### src/rtl/sgi_pkg.sv
package sgi_pkg;
    typedef enum logic [1:0] {
        FLT_LIST   = 2'd0,
        FLT_OTHERS = 2'd1,
        FLT_SELF   = 2'd2,
        FLT_RSVD   = 2'd3
    } flt_mode_e;

    typedef enum logic {
        ST_IDLE    = 1'b0,
        ST_DELIVER = 1'b1
    } dsp_state_e;
endpackage

### src/rtl/sgi_dispatch_fsm.sv
module sgi_dispatch_fsm import sgi_pkg::*; #(
    parameter int NCPU = 8,
    parameter int NSGI = 16,
    localparam int SW = $clog2(NCPU),
    localparam int IW = $clog2(NSGI)
) (
    input  logic            clk,
    input  logic            rst_n,
    input  logic            req_valid,
    input  logic [SW-1:0]   req_src,
    input  logic [IW-1:0]   req_id,
    input  logic [1:0]      req_mode,
    input  logic [NCPU-1:0] req_list,
    output logic            dlv_valid,
    output logic [SW-1:0]   dlv_src,
    output logic [IW-1:0]   dlv_id,
    output flt_mode_e       dlv_mode,
    output logic [NCPU-1:0] dlv_list
);
    dsp_state_e state_q, state_d;

    // next-state decision
    always_comb begin
        state_d = state_q;
        unique case (state_q)
            ST_IDLE:    state_d = req_valid ? ST_DELIVER : ST_IDLE;
            ST_DELIVER: state_d = req_valid ? ST_DELIVER : ST_IDLE;
            default:    state_d = ST_IDLE;
        endcase
    end

    // state register
    always_ff @(posedge clk) begin
        if (!rst_n) state_q <= ST_IDLE;
        else        state_q <= state_d;
    end

    // captured request fields
    always_ff @(posedge clk) begin
        if (!rst_n) begin
            dlv_src  <= '0;
            dlv_id   <= '0;
            dlv_mode <= FLT_RSVD;
            dlv_list <= '0;
        end else if (req_valid) begin
            dlv_src  <= req_src;
            dlv_id   <= req_id;
            dlv_mode <= flt_mode_e'(req_mode);
            dlv_list <= req_list;
        end
    end

    // outputs
    always_comb begin
        unique case (state_q)
            ST_DELIVER: dlv_valid = 1'b1;
            default:    dlv_valid = 1'b0;
        endcase
    end
endmodule

### src/rtl/sgi_target_decode.sv
module sgi_target_decode import sgi_pkg::*; #(
    parameter int NCPU  = 8,
    parameter int CTL_W = 4,
    localparam int SW = $clog2(NCPU)
) (
    input  flt_mode_e             mode,
    input  logic [SW-1:0]         src,
    input  logic [NCPU-1:0]       list,
    input  logic [NCPU*CTL_W-1:0] cpu_ctl,
    output logic [NCPU-1:0]       en_vec,
    output logic [NCPU-1:0]       tgt_mask
);
    logic [NCPU-1:0] self_bit;

    for (genvar c = 0; c < NCPU; c++) begin : g_cpu
        // only the two group-enable bits count
        assign en_vec[c]   = cpu_ctl[c*CTL_W] | cpu_ctl[c*CTL_W+1];
        assign self_bit[c] = (src == SW'(c));
    end

    always_comb begin
        unique case (mode)
            FLT_LIST:   tgt_mask = list & en_vec;
            FLT_OTHERS: tgt_mask = en_vec & ~self_bit;
            FLT_SELF:   tgt_mask = en_vec & self_bit;
            default:    tgt_mask = '0;
        endcase
    end
endmodule

### src/rtl/sgi_pend_store.sv
module sgi_pend_store #(
    parameter int NCPU = 8,
    parameter int NSGI = 16,
    localparam int SW = $clog2(NCPU),
    localparam int IW = $clog2(NSGI),
    localparam int PW = NCPU * NCPU
) (
    input  logic            clk,
    input  logic            rst_n,
    input  logic            set_valid,
    input  logic [IW-1:0]   set_id,
    input  logic [SW-1:0]   set_src,
    input  logic [NCPU-1:0] set_mask,
    input  logic            clr_valid,
    input  logic [IW-1:0]   clr_id,
    input  logic [SW-1:0]   clr_src,
    input  logic [SW-1:0]   clr_tgt,
    input  logic [SW-1:0]   rd_tgt,
    input  logic [IW-1:0]   rd_id,
    output logic [NCPU-1:0] rd_src_map,
    output logic [PW-1:0]   pend [NSGI]
);
    for (genvar g = 0; g < NSGI; g++) begin : g_word
        logic [PW-1:0] set_m, clr_m;
        always_comb begin
            for (int s = 0; s < NCPU; s++) begin
                for (int t = 0; t < NCPU; t++) begin
                    set_m[s*NCPU+t] = set_valid && (set_id == IW'(g)) &&
                                      (set_src == SW'(s)) && set_mask[t];
                    clr_m[s*NCPU+t] = clr_valid && (clr_id == IW'(g)) &&
                                      (clr_src == SW'(s)) && (clr_tgt == SW'(t));
                end
            end
        end
        // set is applied after clear, so set wins on a collision
        always_ff @(posedge clk) begin
            if (!rst_n) pend[g] <= '0;
            else        pend[g] <= (pend[g] & ~clr_m) | set_m;
        end
    end

    always_comb begin
        for (int s = 0; s < NCPU; s++) begin
            rd_src_map[s] = 1'b0;
            for (int t = 0; t < NCPU; t++)
                if (rd_tgt == SW'(t)) rd_src_map[s] = pend[rd_id][s*NCPU+t];
        end
    end
endmodule

### src/rtl/sgi_dispatch.sv
module sgi_dispatch import sgi_pkg::*; #(
    parameter int NCPU  = 8,
    parameter int NSGI  = 16,
    parameter int CTL_W = 4,
    localparam int SW = $clog2(NCPU),
    localparam int IW = $clog2(NSGI),
    localparam int PW = NCPU * NCPU
) (
    input  logic                  clk,
    input  logic                  rst_n,
    input  logic                  req_valid,
    input  logic [SW-1:0]         req_src,
    input  logic [IW-1:0]         req_id,
    input  logic [1:0]            req_mode,
    input  logic [NCPU-1:0]       req_list,
    input  logic [NCPU*CTL_W-1:0] cpu_ctl,
    input  logic                  clr_valid,
    input  logic [IW-1:0]         clr_id,
    input  logic [SW-1:0]         clr_src,
    input  logic [SW-1:0]         clr_tgt,
    input  logic [SW-1:0]         rd_tgt,
    input  logic [IW-1:0]         rd_id,
    output logic [NCPU-1:0]       rd_src_map
);
    logic            dlv_valid;
    logic [SW-1:0]   dlv_src;
    logic [IW-1:0]   dlv_id;
    flt_mode_e       dlv_mode;
    logic [NCPU-1:0] dlv_list;
    logic [NCPU-1:0] en_vec;
    logic [NCPU-1:0] tgt_mask;
    logic [PW-1:0]   pend [NSGI];

    sgi_dispatch_fsm #(.NCPU(NCPU), .NSGI(NSGI)) u_fsm (
        .clk(clk), .rst_n(rst_n),
        .req_valid(req_valid), .req_src(req_src), .req_id(req_id),
        .req_mode(req_mode), .req_list(req_list),
        .dlv_valid(dlv_valid), .dlv_src(dlv_src), .dlv_id(dlv_id),
        .dlv_mode(dlv_mode), .dlv_list(dlv_list)
    );

    sgi_target_decode #(.NCPU(NCPU), .CTL_W(CTL_W)) u_dec (
        .mode(dlv_mode), .src(dlv_src), .list(dlv_list), .cpu_ctl(cpu_ctl),
        .en_vec(en_vec), .tgt_mask(tgt_mask)
    );

    sgi_pend_store #(.NCPU(NCPU), .NSGI(NSGI)) u_store (
        .clk(clk), .rst_n(rst_n),
        .set_valid(dlv_valid), .set_id(dlv_id), .set_src(dlv_src),
        .set_mask(tgt_mask),
        .clr_valid(clr_valid), .clr_id(clr_id), .clr_src(clr_src),
        .clr_tgt(clr_tgt),
        .rd_tgt(rd_tgt), .rd_id(rd_id), .rd_src_map(rd_src_map),
        .pend(pend)
    );
endmodule

### config.mk
export PLATFORM = sky130hd
export DESIGN_NAME = sgi_dispatch
export DESIGN_NICKNAME = d
export VERILOG_FILES = /design/src/rtl/sgi_pkg.sv /design/src/rtl/sgi_dispatch_fsm.sv /design/src/rtl/sgi_target_decode.sv /design/src/rtl/sgi_pend_store.sv /design/src/rtl/sgi_dispatch.sv
export SDC_FILE = /design/constraint.sdc
export NUM_CORES = 2
export LEC_CHECK = 0
export ABC_CLOCK_PERIOD_IN_PS = 6420
export BUFFER_PORTS_ARGS = -buffer_cell sky130_fd_sc_hd__buf_2
export CAP_MARGIN = 10
export CORE_ASPECT_RATIO = 0.6
export CORE_MARGIN = 3
export CORE_UTILIZATION = 35
export CTS_BUF_LIST = sky130_fd_sc_hd__clkbuf_16
export DETAILED_ROUTE_END_ITERATION = 7
export HOLD_SLACK_MARGIN = 0.1
export PLACE_DENSITY_LB_ADDON = 0.1
export SYNTH_ARGS = -nofsm -noshare
export SYNTH_HDL_FRONTEND = slang
export SYNTH_SLANG_ARGS = --single-unit
### constraint.sdc
create_clock -name clk -period 6.42 [get_ports clk]
set_input_delay 0.963 -clock clk [delete_from_list [all_inputs] [get_ports clk]]
set_output_delay 0.963 -clock clk [all_outputs]
set_load 0.01 [all_outputs]
; ---- After elaboration in Yosys (flattened, before gate mapping)
; Index checks and enable logic that the tools add are counted.
[classes]
bitwise = 61
reduce_logical = 2343
n_lt_le_gt_ge = 1
mux = 70
eq_ne = 60
[ops]
columns = operator, count
row1 = logical AND 1 bit, 2336
row2 = AND 64 bit, 16
row3 = inverter 64 bit, 16
row4 = bitwise OR 64 bit, 16
row5 = binary-select mux 64 bit (select 4 bit), 1
row6 = 2-to-1 mux 64 bit, 2
row7 = 2-to-1 mux 1 bit, 66
row8 = "== test 4 bit, second input constant", 16
row9 = "== test 3 bit, second input constant", 16
row10 = "== test 4 x 3 -> 1 bit, second input constant", 8
row11 = AND 8 bit, 3
row12 = "== test 3 x 2 -> 1 bit, second input constant", 8
row13 = one-hot mux 8 bit (3 select lines), 1
row14 = "== test 4 x 2 -> 1 bit, second input constant", 4
row15 = "== test 3 x 1 -> 1 bit, second input constant", 4
row16 = logical NOT 3 bit, 4
row17 = "== test 4 x 1 -> 1 bit, second input constant", 2
row18 = logical NOT 4 bit, 2
row19 = inverter 8 bit, 1
row20 = bitwise OR 1 bit, 8
row21 = "greater-or-equal comparator 5 bit, second input constant", 1
row22 = inverter 4 -> 5 bit, 1
row23 = "== test 2 x 1 -> 1 bit, second input constant", 1
row24 = "== test 2 bit, second input constant", 1
row25 = logical NOT 2 bit, 1
[totals]
out_inout_bits = 8
ff_bits = 1042

; ---- Logic depth before layout (Yosys ltp)
[depth]
word_depth = 12
depth_mapped = 11
mapped_depth_nobuf = 7

; ---- Modules after synthesis
; Synthesis repeated with hierarchy kept, for this count alone.
[unflattened]
cells_unflattened = 5594
area_unflattened_um2 = 49292.3
[by_module_without_submodules]
columns = mod, cells_each, seq_area_each_um2, area_each_um2, instances
row1 = sgi_pend_store, 5487, 20499.7, 48277.6, 1
row2 = sgi_dispatch_fsm, 56, 360.3, 674.4, 1
row3 = sgi_target_decode, 51, 0.0, 340.3, 1

; ---- Worst setup path after synthesis
; No wires, ideal clock.
[synth_path]
path_type = input-to-output
startpoint = input port rd_id[1]
endpoint = output port rd_src_map[7]
required_ns = 5.457
arrival_time_ns = 2.595
slack_ns = 2.862
cell_stages = 9
path_cell_list = buf_4 buf_4 buf_4 clkbuf_1 mux4_2 a22oi_1 nand2_1 a22oi_2 o21ai_1
[synth_via]
elab_chain_cells = 12
[synth_lines]
columns = item, line
row1 = start: declaration, sgi_dispatch.sv:22  ; input logic [IW-1:0] rd_id,
row2 = inverter 4 -> 5 bit (implied by the code) (*), sgi_pend_store.sv:46  ; if (rd_tgt == SW'(t)) rd_src_map[s] = pend[rd_id][s*NCPU+t];
row3 = binary-select mux 64 bit (select 4 bit) (*), sgi_pend_store.sv:46
row4 = 2-to-1 mux 64 bit (*) (2 in series), -
row5 = 2-to-1 mux 1 bit (7 in series), sgi_pend_store.sv:46
row6 = 2-to-1 mux 1 bit (*), sgi_pend_store.sv:46
row7 = end: declaration, sgi_dispatch.sv:23  ; output logic [NCPU-1:0] rd_src_map
; Mark *: on every way between the ends. The rest lies on a longest branch, timed or not. The select of a mux whose other input is x is not followed.

; ---- Final worst setup path
[layout_path]
startpoint = input port rd_id[2]
endpoint = output port rd_src_map[0]
[layout_via]
elab_chain_cells = 12
[layout_lines]
columns = item, line
row1 = inverter 4 -> 5 bit (implied by the code) (*), sgi_pend_store.sv:46
row2 = binary-select mux 64 bit (select 4 bit) (*), sgi_pend_store.sv:46
row3 = 2-to-1 mux 64 bit (implied by the code) (*) (2 in series), sgi_pend_store.sv:46
row4 = 2-to-1 mux 1 bit (7 in series), sgi_pend_store.sv:46
row5 = 2-to-1 mux 1 bit (*), sgi_pend_store.sv:46
; Marked as above.

==> flow_summary_export.csv <==
group,metric,value,unit
outcome,run_status,"complete, no violations",
timing,layout_min_cycle_time,4.96,ns
clocking,post_cts.resized_instances,0,
clocking,cts_inserted_buffers,105,
timing,totalNegativeSetupSlack,0,ns
logic_synthesis,synth-xor-area-share,0,%
finish,final_core_utilization,39.0,%
finish,final_layout_size_suffix_gt1_share,10.4,%
placed_design,dp_hpwl,119000,um
critical_path,worstSetupEndpointType,"primary output",
timing,post-route-period-util,77.2,%
clocking,clkTransAtPathRegs,0.06,ns
placed_design,routabilityCongestion,0.841,
timing,max_clock_skew,0.0199,ns
route,wire_per_inst,27.9,um
route,detail_route.first_pass.iterations,5,
timing,setup_viol,0,
global_route,total_congestion_overflow_after_global_routing,0,
timing,hold-worst-slack,0.457,ns
power,leakage_power_summed_over_all_cells,16.8,nW
finish,layout.cells.most_common_list,"sky130_fd_sc_hd__nand2_1 (1208), sky130_fd_sc_hd__dfxtp_1 (1042), sky130_fd_sc_hd__o21ai_0 (1032)",
global_route,grt_max_degree,252,
critical_path,crit_required,5.46,ns
critical_path,max_fo_critical_path,28,
logic_synthesis,synth_edf_count,0,
clocking,tritoncts,"yes",
logic_synthesis,yosysWarningCount,0,
critical_path,crit_arrival,4.00,ns
finish,layout_commonest_cell,"sky130_fd_sc_hd__nand2_1",
timing,layout_setup_ws,1.46,ns
power,vdd.ir_drop.worst,0.174,mV
logic_synthesis,synth_cell_type_count,55,
route,via_count,43400,
critical_path,r2r_slack,3.14,ns
clocking,hold_buffers,0,
critical_path,timing_worst_setup_path_type,"in2out",
die,die_width,491,um
route,first_iter_violations,4851,
placed_design,placedInstanceArea,51100,um2
logic_synthesis,synthesis.area_per_instance,8.85,um2
clocking,htree_num_levels,3,
logic_synthesis,synth.area.mux_share,12.9,%
power,cellPowerDensity,253,nW/um2
timing,timing_limited_maximum_frequency,0.202,GHz
placed_design,io_buffers,61,
worst_hold_path,worst_hold_path_type,"in2reg",
global_route,grt_antenna_before_repair,10,
die,fp.dieArea,146000,um2
timing,grt_setup_unrepaired,"no",
placed_design,detailedPlace.worstSlack,1.42,ns
logic_synthesis,synth_compound_gate_area_share,28.6,%
die,floorplan.initialDensity,35.4,%
route,detail_route.vias_per_cell,5.89,
route,drc,0,
die,floorplan.io_pins,78,
clocking,post-cts-setup-buffer-count,0,
finish,flow.area_growth_from_synthesis,10.3,%
logic_synthesis,ys_async_sr_fraction,0,%
logic_synthesis,synth_simple_gate_area_share,11.8,%
die,placeableCoreArea,140000,um2
logic_synthesis,synth-main-ff-cell,"sky130_fd_sc_hd__dfxtp_1",
logic_synthesis,yosys.area_share.adder,0.0760,%
logic_synthesis,yosys_register_bits,1042,
die,die_h,297,um
logic_synthesis,register_area_share_after_synthesis,42.2,%
global_route,number_of_global_route_vias_before_repair,41000,
finish,finish.instance_area,54500,um2
route,routed_antenna_nets,0,
logic_synthesis,gate_count_of_the_mapped_netlist,5581,
global_route,groute.usage.overall,27.2,%
clocking,clock-root-buffer,"sky130_fd_sc_hd__clkbuf_16",
logic_synthesis,synthesis.nets,5654,
run,drv_cap,0,
timing,slew_violations,0,
route,route.final.wire_length,206000,um
clocking,clkLatencyLatePin,0.73,ns
logic_synthesis,synth_top_family_by_area,"compound AO/OA/AOI/OAI gates",
critical_path,cp-start-kind,"input pin",
timing,timing_hold_violations_final,0,
logic_synthesis,mappedNetlistArea,49400,um2
timing,timing.max_slew.rel_slack,9.81,%
die,site_row_count,106,
global_route,first_pass_grt_wire_length,296000,um
clocking,ctsLongestPathBuffers,3,
timing,worst_slew_pin_slew,1.35,ns
clocking,numClockSinks,1042,
finish,final_net_count,5450,
==> final timing paths <==
| path | end | depth (start not counted) | start |
|---|---|---|---|
| max | rd_src_map[0] | 7 | rd_id[2] |
| min | u_fsm.dlv_mode[1]$_SDFFE_PN1P_ | 3 | req_mode[1] |
| max reg2reg | u_store.pend[777]$_SDFF_PN0_ | 8 | u_fsm.dlv_mode[0]$_SDFFE_PN1P_ |
| min reg2reg | u_store.pend[330]$_SDFF_PN0_ | 2 | u_store.pend[330]$_SDFF_PN0_ |
==> where the power goes <==
| part | internal [W] | switching, W |
|---|---|---|
| Combinational | 0.000284 | 0.000796 |
| Sequential | 0.00647 | 0.0000105 |
| Clock | 0.00339 | 0.00285 |
| Total | 0.0101 | 0.00366 |
==> worst max-delay path, stage by stage <==
cell and delay, ns:
sky130_fd_sc_hd__buf_4 0.52, sky130_fd_sc_hd__nor2b_4 0.71, sky130_fd_sc_hd__a22oi_1 0.32, sky130_fd_sc_hd__a21oi_1 0.24, sky130_fd_sc_hd__o311ai_1 0.14, sky130_fd_sc_hd__a31oi_1 0.76, sky130_fd_sc_hd__buf_2 0.27
==> flip-flops by register name, indices dropped and copies added (netlist names) <==
signal and cells:
u_store.pend 1024, u_fsm.state_q 1, u_fsm.dlv_id 4, u_fsm.dlv_mode 2, u_fsm.dlv_src 3, u_fsm.dlv_list 8
==> metal layers <==
metal | up-vias | track usage, % | routed length (um)
met2 | 1705 | 39.2 | 85400
met4 | 12 | 8.88 | 7290
li1 | 19400 | - | -
met5 | - | 0 | 92
met3 | 331 | 5.01 | 15900
met1 | 21900 | 40.6 | 97000
==> layout make-up <==
| class | instances | area, um2 |
|---|---|---|
| Multi-Input combinational cell | 4068 | 26600 |
| Tap cell | 1890 | 2360 |
| Clock buffer | 106 | 2650 |
| Fill cell | 13900 | 85200 |
| Timing Repair Buffer | 155 | 1320 |
| Clock inverter | 88 | 682 |
| Inverter | 5 | 18.8 |
| Antenna cell | 4 | 10.0 |
| Sequential cell | 1042 | 20900 |
==> synth_stat cells, types with 3 or more instances <==
cell                       count  area (um2)
sky130_fd_sc_hd__inv_1         4        15.0
sky130_fd_sc_hd__o311ai_1      6        52.6
sky130_fd_sc_hd__buf_1         5        18.8
sky130_fd_sc_hd__nand3b_1      7        52.6
sky130_fd_sc_hd__nor3b_1       5        37.5
sky130_fd_sc_hd__mux2i_1     130        1300
sky130_fd_sc_hd__clkbuf_1    281        1050
sky130_fd_sc_hd__a21oi_1      26         130
sky130_fd_sc_hd__nand3_1      21         105
sky130_fd_sc_hd__nand2b_1      4        25.0
sky130_fd_sc_hd__nor2_1      171         642
sky130_fd_sc_hd__a21boi_1    254        1910
sky130_fd_sc_hd__and3b_1       3        26.3
sky130_fd_sc_hd__o21ai_0    1032        5160
sky130_fd_sc_hd__a31oi_1      10        62.6
sky130_fd_sc_hd__or3_1         6        37.5
sky130_fd_sc_hd__and3_1        3        18.8
sky130_fd_sc_hd__nor2b_1      22         138
sky130_fd_sc_hd__mux4_2      224        5040
sky130_fd_sc_hd__a22oi_1      97         728
sky130_fd_sc_hd__a221o_1       6        60.1
sky130_fd_sc_hd__and2_1        4        25.0
sky130_fd_sc_hd__buf_6        23         259
sky130_fd_sc_hd__buf_4        14         105
sky130_fd_sc_hd__dfxtp_1    1042       20900
sky130_fd_sc_hd__nor3_1       12        60.1
sky130_fd_sc_hd__o22ai_1       8        50.1
sky130_fd_sc_hd__ha_1          3        37.5
sky130_fd_sc_hd__a21boi_0    770        5780
sky130_fd_sc_hd__buf_2       138         691
sky130_fd_sc_hd__nand2_1    1210        4540
sky130_fd_sc_hd__a211oi_1     10        75.1
==> stage by stage <==
step	cells	power (W)
CTS	7353	0.0139
floorplan	5581	0.00726
global placement	7159	0.00769
detailed placement	7159	0.00769
finish	7358	0.0138
global route	7355	0.0142
==> cells by family after synthesis <==
group / count (synthesis)
and+or+nand+nor: 1479
adders and majority gates: 3
DFF: 1042
AOI/OAI and AO/OA: 2231
muxes: 355
buffers and inverters: 471
Note: power is estimated with default switching activity, not from simulation.
